==> config.mk <==
export PLATFORM = sky130hd
export DESIGN_NAME = vlalu_top
export DESIGN_NICKNAME = d
export VERILOG_FILES = /design/src/rtl/vlalu_pkg.sv /design/src/rtl/vlalu_router.sv /design/src/rtl/vlalu_timer.sv /design/src/rtl/vlalu_datapath.sv /design/src/rtl/vlalu_top.sv
export SDC_FILE = /design/constraint.sdc
export NUM_CORES = 1
export LEC_CHECK = 0
export ABC_AREA = 1
export BUFFER_PORTS_ARGS = -buffer_cell sky130_fd_sc_hd__buf_4
export CORE_MARGIN = 2
export CORE_UTILIZATION = 50
export CTS_CLUSTER_DIAMETER = 120
export DETAILED_ROUTE_END_ITERATION = 6
export MAX_ROUTING_LAYER = met4
export PLACE_DENSITY = 0.75
export SETUP_SLACK_MARGIN = 0.05
export SYNTH_ARGS = -nofsm -noshare
export SYNTH_HDL_FRONTEND = slang
export SYNTH_HIERARCHICAL = 1
export SYNTH_SLANG_ARGS = --single-unit
==> constraint.sdc <==
create_clock -name clk -period 4.5 [get_ports clk]
set_input_delay 0.45 -clock clk [delete_from_list [all_inputs] [get_ports clk]]
set_output_delay 0.45 -clock clk [all_outputs]
set_load 0.1 [all_outputs]
==> src/rtl/vlalu_pkg.sv <==
// Package: shared opcode and class encodings for the operation-timed ALU.
// Assumes 4-bit opcodes; unused codes are treated as logic-class.
package vlalu_pkg;
    localparam int OP_W  = 4;
    localparam int CLS_N = 4;

    typedef enum logic [OP_W-1:0] {
        OP_ADD  = 4'd0,
        OP_SUB  = 4'd1,
        OP_AND  = 4'd2,
        OP_OR   = 4'd3,
        OP_XOR  = 4'd4,
        OP_SLL  = 4'd5,
        OP_SRL  = 4'd6,
        OP_SRA  = 4'd7,
        OP_SLT  = 4'd8,
        OP_SLTU = 4'd9
    } op_e;

    typedef enum logic [1:0] {
        CLS_ARITH = 2'd0,
        CLS_LOGIC = 2'd1,
        CLS_SHIFT = 2'd2,
        CLS_CMP   = 2'd3
    } cls_e;

    // Map an opcode to its timing class (unused codes land in logic).
    function automatic cls_e class_of(input logic [OP_W-1:0] op);
        cls_e c;
        case (op)
            OP_ADD, OP_SUB:         c = CLS_ARITH;
            OP_SLL, OP_SRL, OP_SRA: c = CLS_SHIFT;
            OP_SLT, OP_SLTU:        c = CLS_CMP;
            default:                c = CLS_LOGIC;
        endcase
        return c;
    endfunction
endpackage

==> src/rtl/vlalu_router.sv <==
// Module: steers an accepted start strobe into the one delay path of
// the opcode's class. Assumes busy_i reflects any operation in flight.
module vlalu_router
    import vlalu_pkg::*;
(
    input  logic                start_i,
    input  logic                busy_i,
    input  logic [OP_W-1:0]     op_i,
    output logic [CLS_N-1:0]    fire_o
);
    cls_e cls;

    // Decode the class and raise at most one fire line.
    always_comb begin
        cls    = class_of(op_i);
        fire_o = '0;
        if (start_i && !busy_i)
            fire_o[cls] = 1'b1;
    end
endmodule

==> src/rtl/vlalu_timer.sv <==
// Module: per-class delay counter. A fire pulse loads LAT; the counter
// counts down and done is high while it holds 1, i.e. LAT cycles after
// the fire cycle. Assumes LAT >= 1 and no fire while busy.
module vlalu_timer #(
    parameter int LAT = 1
) (
    input  logic clk,
    input  logic rst_n,
    input  logic fire_i,
    output logic busy_o,
    output logic done_o
);
    localparam int CW = $clog2(LAT + 1) + 1;
    localparam logic [CW-1:0] LOAD = CW'(LAT);

    logic [CW-1:0] cnt;

    // Load on fire, otherwise count down to zero.
    always_ff @(posedge clk) begin
        if (!rst_n)
            cnt <= '0;
        else if (fire_i)
            cnt <= LOAD;
        else if (cnt != '0)
            cnt <= cnt - 1'b1;
    end

    // Status decode of the counter.
    always_comb begin
        busy_o = (cnt != '0);
        done_o = (cnt == CW'(1));
    end

    // the path is idle right after its done cycle.
    assert_idle_after_done_R8: assert property (@(posedge clk) disable iff (!rst_n)
        done_o |=> !busy_o);
    // the router never fires a path that is still counting.
    assert_no_refire_R9: assert property (@(posedge clk) disable iff (!rst_n)
        fire_i |-> !busy_o);
endmodule

==> src/rtl/vlalu_datapath.sv <==
// Module: combinational integer datapath shared by all classes; timing
// is chosen elsewhere. Assumes W is a power of two.
module vlalu_datapath
    import vlalu_pkg::*;
#(
    parameter int W = 32
) (
    input  logic [OP_W-1:0] op_i,
    input  logic [W-1:0]    a_i,
    input  logic [W-1:0]    b_i,
    output logic [W-1:0]    y_o
);
    localparam int SHW = $clog2(W);

    logic [SHW-1:0] sh;

    // Evaluate the selected operation.
    always_comb begin
        sh = b_i[SHW-1:0];
        case (op_i)
            OP_ADD:  y_o = a_i + b_i;
            OP_SUB:  y_o = a_i - b_i;
            OP_AND:  y_o = a_i & b_i;
            OP_OR:   y_o = a_i | b_i;
            OP_XOR:  y_o = a_i ^ b_i;
            OP_SLL:  y_o = a_i << sh;
            OP_SRL:  y_o = a_i >> sh;
            OP_SRA:  y_o = W'($signed(a_i) >>> sh);
            OP_SLT:  y_o = W'($signed(a_i) < $signed(b_i));
            OP_SLTU: y_o = W'(a_i < b_i);
            default: y_o = '0;
        endcase
    end
endmodule

==> src/rtl/vlalu_top.sv <==
// Module: operation-timed ALU top. Captures the result on acceptance,
// routes the start into one class delay path and merges the paths'
// done outputs. Assumes every latency parameter is at least 1.
module vlalu_top
    import vlalu_pkg::*;
#(
    parameter int W         = 32,
    parameter int LAT_ARITH = 2,
    parameter int LAT_LOGIC = 1,
    parameter int LAT_SHIFT = 3,
    parameter int LAT_CMP   = 1
) (
    input  logic            clk,
    input  logic            rst_n,
    input  logic            start_i,
    input  logic [OP_W-1:0] op_i,
    input  logic [W-1:0]    a_i,
    input  logic [W-1:0]    b_i,
    output logic            busy_o,
    output logic            done_o,
    output logic [W-1:0]    result_o
);
    logic [CLS_N-1:0] fire;
    logic [CLS_N-1:0] t_busy;
    logic [CLS_N-1:0] t_done;
    logic [W-1:0]     y;
    logic             accept;

    vlalu_router u_router (
        .start_i (start_i),
        .busy_i  (busy_o),
        .op_i    (op_i),
        .fire_o  (fire)
    );

    vlalu_datapath #(.W(W)) u_dp (
        .op_i (op_i),
        .a_i  (a_i),
        .b_i  (b_i),
        .y_o  (y)
    );

    // One delay path per class, latency picked by index.
    for (genvar k = 0; k < CLS_N; k++) begin : g_path
        localparam int L = (k == int'(CLS_ARITH)) ? LAT_ARITH :
                           (k == int'(CLS_LOGIC)) ? LAT_LOGIC :
                           (k == int'(CLS_SHIFT)) ? LAT_SHIFT : LAT_CMP;
        vlalu_timer #(.LAT(L)) u_timer (
            .clk    (clk),
            .rst_n  (rst_n),
            .fire_i (fire[k]),
            .busy_o (t_busy[k]),
            .done_o (t_done[k])
        );
    end

    // Merge path status into the block outputs.
    always_comb begin
        busy_o = |t_busy;
        done_o = |t_done;
        accept = start_i && !busy_o;
    end

    // Capture the result of an accepted operation.
    always_ff @(posedge clk) begin
        if (!rst_n)
            result_o <= '0;
        else if (accept)
            result_o <= y;
    end

    // an accepted start feeds exactly one path, a rejected one none.
    assert_single_path_R12: assert property (@(posedge clk) disable iff (!rst_n)
        $onehot0(fire) && (accept == (fire != '0)));
    // acceptance makes the block busy on the next cycle.
    assert_busy_after_accept_R8: assert property (@(posedge clk) disable iff (!rst_n)
        accept |=> busy_o);
    // done lasts a single cycle.
    assert_done_pulse_R3: assert property (@(posedge clk) disable iff (!rst_n)
        done_o |=> !done_o);
    // the result does not move while an operation is in flight.
    assert_hold_result_R9: assert property (@(posedge clk) disable iff (!rst_n)
        busy_o |=> $stable(result_o));
    // only one path reports done at a time.
    assert_one_done_R3: assert property (@(posedge clk) disable iff (!rst_n)
        $onehot0(t_done));
endmodule

After elaboration in Yosys (flattened, before gate mapping)
Cells that the tools add are included.
- equality and inequality tests: 13
- multiplexer cells: 13
- add/subtract/negate cells: 6
- shifts and indexed selects: 3
- reduce and logical (&&, ||, !) cells: 21
- bitwise gates (word level): 4
- order comparisons: 4
- operator list (operator ; number):
    $pmux W32 S10 ; 1
    $lt A32 B32 Y1 ; 2
    $add A32 B32 Y32 ; 1
    $and A32 B32 Y32 ; 1
    $or A32 B32 Y32 ; 1
    $shl A32 B5 Y32 ; 1
    $shr A32 B5 Y32 ; 1
    $sshr A32 B5 Y32 ; 1
    $sub A32 B32 Y32 ; 1
    $xor A32 B32 Y32 ; 1
    $eq A4 B3 Y1 const B ; 4
    $reduce_bool A2 Y1 ; 6
    $reduce_or A2 Y1 ; 6
    $eq A4 B2 Y1 const B ; 2
    $eq A4 B4 Y1 const B ; 2
    $mux W2 ; 4
    $reduce_or A4 Y1 ; 2
    $eq A3 B1 Y1 const B ; 2
    $pmux W2 S3 ; 1
    $reduce_bool A3 Y1 ; 2
    $sub A3 B1 Y3 const B ; 2
    $mux W1 ; 5
    $eq A2 B1 Y1 const B ; 2
    $eq A4 B1 Y1 const B ; 1
    other kinds (10) ; 12
- bits in registers: 42
- output and inout port bits: 34
- bits of input ports: 71
- word-level logic and storage cells: 73

Longest topological paths before layout
- word-level depth: 9
- gate-level depth with buffers: 23
- depth with buffers taken out: 20

Modules after synthesis
The synthesis kept the hierarchy.
- modules (own cells, without submodules) (module ; sequential area each (um^2) ; times used ; cells each ; area an instance (um^2)):
    vlalu_datapath ; 0.0 ; 1 ; 2107 ; 10184.8
    vlalu_top ; 640.6 ; 1 ; 279 ; 1682.9
    vlalu_timer (g_path[1].u_timer ...) ; 40.0 ; 2 ; 17 ; 123.9
    vlalu_timer (g_path[2].u_timer) ; 60.1 ; 1 ; 27 ; 190.2
    vlalu_timer (g_path[0].u_timer) ; 60.1 ; 1 ; 24 ; 165.2
    vlalu_router ; 0.0 ; 1 ; 17 ; 75.1

Worst setup path after synthesis
OpenSTA, ideal clock, no wires.
- kind: in2reg
- start: input port b_i[3]
- end: register result_o[0]
- arrival time: 2566 ps
- setup slack: 1824 ps
- data required time: 4390 ps
- stages: 22
- buffers on the path: 4
- setup time: 110 ps
- cells stage by stage: buf_2 inv_2 buf_2 buf_2 ha_1 buf_4 inv_1 a21oi_1 nand2_1 inv_1 o21ai_2 nand2_1 nand2_1 nand2_1 nand2_1 nor2_1 nor2_1 nand2_1 inv_1 nand4_1 nand2_1 nor2_1
- cells in the longest elaborated chain, start to end: 2
- elaborated cells on any way between the ends: 6
- classes of those cells: order compare: 2; shift: 3; mux: 1
- RTL lines (element ; line ; text):
    from (decl) ; vlalu_top.sv:18 ; input logic [W-1:0] b_i,
    $lt A32 B32 Y1, or another cell as far along ; vlalu_datapath.sv:30 ; OP_SLTU: y_o = W'(a_i < b_i);
    $pmux W32 S10 * ; vlalu_datapath.sv:20 ; case (op_i)
    via y[0] ; vlalu_top.sv:26 ; logic [W-1:0] y;
    to (signal assigned) ; vlalu_top.sv:69 ; result_o <= y;
    to (decl) ; vlalu_top.sv:21 ; output logic [W-1:0] result_o
The timed path passes the listed nets; every way through them passes the cells marked *.
A chain may end at the register's enable or synchronous reset.

Worst setup path in the final report
- start: input port b_i[3]
- end: register result_o[7]
- cells in the longest elaborated chain, start to end: 2
- elaborated cells on any way between the ends: 6
- classes of those cells: add/sub: 2; shift: 3; mux: 1
- RTL lines (element ; line ; text):
    $sub A32 B32 Y32, or another cell as far along ; vlalu_datapath.sv:22 ; OP_SUB: y_o = a_i - b_i;
    $pmux W32 S10 * ; vlalu_datapath.sv:20 ;
    via y[7] ; vlalu_top.sv:26 ;
Marked as above.

==> key figures <==
Outcome
  • Status: complete, no violations

Logic synthesis
  • Fraction of the mapped netlist area in simple logic gates: 54.9%
  • Number of warnings reported in the yosys synthesis log: 6
  • Post-synthesis sequential area ratio: 6.70%
  • Synthesized-area fraction occupied by adder cells: 10.9%
  • Most common flop cell mapped by yosys: sky130_fd_sc_hd__dfxtp_1
  • Dominant combinational cell family by area after synthesis: simple AND/OR/NAND/NOR gates
  • Count of flip-flops with a built-in enable after synthesis: 0
  • Average cell area after synthesis: 5.04 um2
  • Synth area leaders: sky130_fd_sc_hd__nand2_1 (24%), sky130_fd_sc_hd__nand3_1 (17%), sky130_fd_sc_hd__inv_1 (13%), sky130_fd_sc_hd__ha_1 (11%), sky130_fd_sc_hd__dfxtp_1 (6.7%)
  • Post-Synth XOR/XNOR Area: 0.209%
  • Biggest area consumer among synthesized cells: sky130_fd_sc_hd__nand2_1
  • Syn nets: 2667
  • Post-synthesis compound-gate area fraction: 9.63%
  • Share of cell area taken by muxes after synthesis: 0.0798%
  • Synthesized instance count: 2488
  • Portion of synthesized cell area occupied by the leading cell type: 24.1%
  • Asr flop ratio synth: 0%
  • Cell area after synthesis: 0.0125 mm2
  • Post-synth cell types: 45
  • FF+latch count, synth: 42

Die
  • Initial cell density of the core: 51.3%
  • Area of the die: 0.0264 mm2
  • Standard-cell rows: 57
  • Core area: 0.0245 mm2
  • Die Span X: 162 um
  • Vert. Die Dim: 162 um
  • Ports placed on the boundary: 105

Layout
  • Number of fillers in the final layout: 2758
  • Layout cells sized above 1: 7.31%
  • Final Net Count: 2681
  • Post-layout instance count excluding filler cells: 2828
  • Non-Filler Cell Area, Final: 0.0134 mm2
  • Area delta synth->final: 7.08%

Worst setup path
  • Startpoint type of the worst setup path: primary input
  • Element type at the critical path end: flip-flop
  • Crit-path most repeated cell: sky130_fd_sc_hd__nand2_1
  • Critical Setup Path Class: in -> reg
  • Master of the slowest instance on the critical path: sky130_fd_sc_hd__ha_1
  • Largest fanout of any net on the critical path: 55
  • CP Data Arrival Time: 3.65 ns
  • Max stage delay on crit path: 0.52 ns
  • Worst-path cell chain: buf_4 -> inv_2 -> ha_1 -> nand2_1 -> nor2_1 -> nand2_1 -> nand2_1 -> o21ai_0 -> o21ai_0 -> nand4_1 -> inv_1 -> nand4_1 -> nand2_1 -> nor2_1
  • Required arrival time at the worst endpoint: 4.70 ns
  • Reg-to-Reg Start: g_path[0].u_timer/cnt[0]
  • Reg-to-reg endpoint: result_o[30]
  • R2R cell count: 8
  • R2R setup slack: 1.62 ns

Place
  • Dpl hpwl: 47100 um
  • Placer's final routability congestion estimate: 1.12
  • I/O Buffers: 104
  • Pre-CTS setup slack: 0.974 ns
  • Placed insts: 2819
  • Total cell area at the placement stage: 0.0133 mm2

Detailed routing
  • 1st-pass router iterations: 7
  • Remaining DRCs: 0
  • Detailed router's first-iteration violation count: 2329
  • Routed WL: 58300 um
  • Vias per cell: 5.93
  • Vias: 16800
  • Post-DR wirelength/cell: 20.6 um
  • Remaining antenna violation count: 0

Worst hold path
  • Hold Crit Start: g_path[1].u_timer/cnt[1]
  • Worst hold path type: reg -> reg
  • Hold worst-path end: g_path[1].u_timer/cnt[1]
  • Hold Path Stages: 2

Timing
  • Final hold violations: 0
  • Setup Viol. Count Final: 0
  • Setup Total Neg Slack: 0 ns
  • Achievable frequency: 290 MHz
  • Post-route minimum period: 3.45 ns
  • Final Slew Violations: 0
  • Final worst clock skew: 0.00789 ns
  • Period utilisation layout: 76.7%
  • Least-Margin Pin Slew: 0.950 ns
  • Worst slew margin relative to its limit: 36.7%
  • Unrepaired setup endpoints after global routing: no
  • Final setup slack of the worst path: 1.05 ns

Clock tree
  • Total of hold buffers inserted after clock tree synthesis: 0
  • Clock tree from TritonCTS: done
  • TritonCTS sink count: 42
  • Post-CTS Setup Repair Bufs: 0
  • Resized Gates After CTS: 0
  • CTS clock-pin slew for the worst setup and hold paths: 0.07 ns
  • Root Buffer: sky130_fd_sc_hd__clkbuf_16
  • TritonCTS buffer count: 5
  • Clock insertion delay at the later pin of the skew report: 0.29 ns
  • Buffer levels on the longest clock path: 2
  • Deepest level of the CTS H-tree: 2

Global routing
  • Total congestion overflow: 0
  • Wire length of the first global-routing pass: 86700 um
  • Number of antenna violations at the first check in global routing: 1
  • Pin count of the biggest net entering global routing: 70
  • Combined global-route utilization of all metal layers: 44.3%
  • Via count of the first global-routing pass: 15100

Run
  • MaxCap Viol Count: 0

Power
  • Peak ir drop on the vdd network: 0.000517 V
  • Total power divided by cell area: 306 mW/mm2
  • Static leakage power: 7.62 nW
[flip-flops by register name (all words and copies together) (netlist names)]
name,flops
result_o,32
g_path.u_timer/cnt,10
[cell usage after synthesis (3+ instances only)]
| master | instances |
|---|---|
| sky130_fd_sc_hd__nand2_1 | 804 |
| sky130_fd_sc_hd__nand3_1 | 423 |
| sky130_fd_sc_hd__inv_1 | 418 |
| sky130_fd_sc_hd__nor2_1 | 218 |
| sky130_fd_sc_hd__ha_1 | 106 |
| sky130_fd_sc_hd__a21oi_1 | 76 |
| sky130_fd_sc_hd__buf_2 | 70 |
| sky130_fd_sc_hd__nand4_1 | 63 |
| sky130_fd_sc_hd__o21ai_0 | 50 |
| sky130_fd_sc_hd__dfxtp_1 | 42 |
| sky130_fd_sc_hd__nor3_1 | 20 |
| sky130_fd_sc_hd__clkbuf_1 | 17 |
| sky130_fd_sc_hd__o21bai_1 | 16 |
| sky130_fd_sc_hd__o22ai_1 | 16 |
| sky130_fd_sc_hd__nand2_2 | 15 |
| sky130_fd_sc_hd__and2_1 | 14 |
| sky130_fd_sc_hd__inv_2 | 14 |
| sky130_fd_sc_hd__o211ai_1 | 12 |
| sky130_fd_sc_hd__buf_4 | 10 |
| sky130_fd_sc_hd__nor2_4 | 8 |
| sky130_fd_sc_hd__buf_1 | 7 |
| sky130_fd_sc_hd__nor2_2 | 7 |
| sky130_fd_sc_hd__a211oi_1 | 5 |
| sky130_fd_sc_hd__buf_6 | 5 |
| sky130_fd_sc_hd__nand3b_1 | 5 |
| sky130_fd_sc_hd__o221ai_1 | 5 |
| sky130_fd_sc_hd__a21oi_2 | 4 |
| sky130_fd_sc_hd__a221oi_1 | 4 |
| sky130_fd_sc_hd__a31oi_1 | 4 |
| sky130_fd_sc_hd__o2111ai_1 | 4 |
| sky130_fd_sc_hd__o21ai_1 | 4 |
| sky130_fd_sc_hd__nand3_2 | 3 |
[layer usage]
metal	global-route usage, %	wire, um
met1	55.9	23100
met2	69.3	25200
met3	7.38	6820
met4	20.4	3250
met5	-	0
[cells by family (layout without fill, tap and decap cells)]
kind of cell               after synthesis  after routing
AOI/OAI and AO/OA                      204            204
DFF                                     42             42
muxes                                    1              1
buffers and inverters                  543            558
adders and majority gates              108            108
and+or+nand+nor                       1587           1587
xor gates and xnor gates                 3              3
other                                    0              1
[cells in the final DEF (no fill, tap or decap), types with 3 or more instances in the layout]
master                      instances
sky130_fd_sc_hd__a211oi_1           5
sky130_fd_sc_hd__a21oi_1           76
sky130_fd_sc_hd__a21oi_2            4
sky130_fd_sc_hd__a221oi_1           4
sky130_fd_sc_hd__a31oi_1            4
sky130_fd_sc_hd__and2_1            14
sky130_fd_sc_hd__buf_4            115
sky130_fd_sc_hd__clkbuf_16          5
sky130_fd_sc_hd__dfxtp_1           42
sky130_fd_sc_hd__ha_1             106
sky130_fd_sc_hd__inv_1            417
sky130_fd_sc_hd__inv_2             15
sky130_fd_sc_hd__nand2_1          804
sky130_fd_sc_hd__nand2_2           15
sky130_fd_sc_hd__nand3_1          423
sky130_fd_sc_hd__nand3_2            3
sky130_fd_sc_hd__nand3b_1           5
sky130_fd_sc_hd__nand4_1           63
sky130_fd_sc_hd__nor2_1           218
sky130_fd_sc_hd__nor2_2             7
sky130_fd_sc_hd__nor2_4             8
sky130_fd_sc_hd__nor3_1            20
sky130_fd_sc_hd__o2111ai_1          4
sky130_fd_sc_hd__o211ai_1          12
sky130_fd_sc_hd__o21ai_0           50
sky130_fd_sc_hd__o21ai_1            4
sky130_fd_sc_hd__o21bai_1          16
sky130_fd_sc_hd__o221ai_1           5
sky130_fd_sc_hd__o22ai_1           16
[critical path, delay by kind of cell]
| family | cells | cell delay [ns] |
|---|---|---|
| adder cells (fa/ha/maj) | 1 | 0.52 |
| AO/OA/AOI/OAI | 2 | 0.60 |
| buffers and inverters | 3 | 0.65 |
| AND/OR/NAND/NOR | 8 | 1.41 |
[report_power, final]
group	switching, W	internal (W)	total (W)
logic	0.00232	0.000754	0.00308
registers	0.0000971	0.000502	0.000599
clock network	0.000168	0.000263	0.000432
total	0.00259	0.00152	0.00411
[area by class of cell]
type / count / area [um2] / share of cell area (%)
antenna: 1 / 2.50 / 0.0186
multi-input combinational: 1903 / 9500 / 70.7
sequential: 42 / 841 / 6.26
inverter: 434 / 1630 / 12.2
tap: 324 / 405 / 3.02
clock buffer: 5 / 125 / 0.931
clock inverter: 3 / 43.8 / 0.326
timing repair buffer: 116 / 883 / 6.58
[stage by stage]
| step | power, W | util, % | hold WS, ns |
|---|---|---|---|
| 2_1_floorplan | 0.00286 | - | 0.455 |
| 3_3_place_gp | 0.00355 | 54.2 | 0.464 |
| 3_5_place_dp | 0.00360 | 54.2 | 0.487 |
| 4_1_cts | 0.00405 | 54.9 | 0.496 |
| 5_1_grt | 0.00437 | 54.9 | 0.525 |
| 6_report | 0.00411 | 54.9 | 0.496 |
[worst max-delay path by stage]
| stage | start | to | slack (ns) | depth (start not counted) |
|---|---|---|---|---|
| global route | b_i[3] | result_o[7] | 0.93 | 14 |
| CTS | b_i[3] | result_o[7] | 1.29 | 14 |
| finish | b_i[3] | result_o[7] | 1.05 | 14 |
| global placement | b_i[3] | result_o[7] | 0.99 | 14 |
| detailed placement | b_i[3] | result_o[7] | 0.97 | 14 |
| floorplan | b_i[3] | result_o[0] | 1.82 | 22 |
Power figures use the tool's default switching activity.
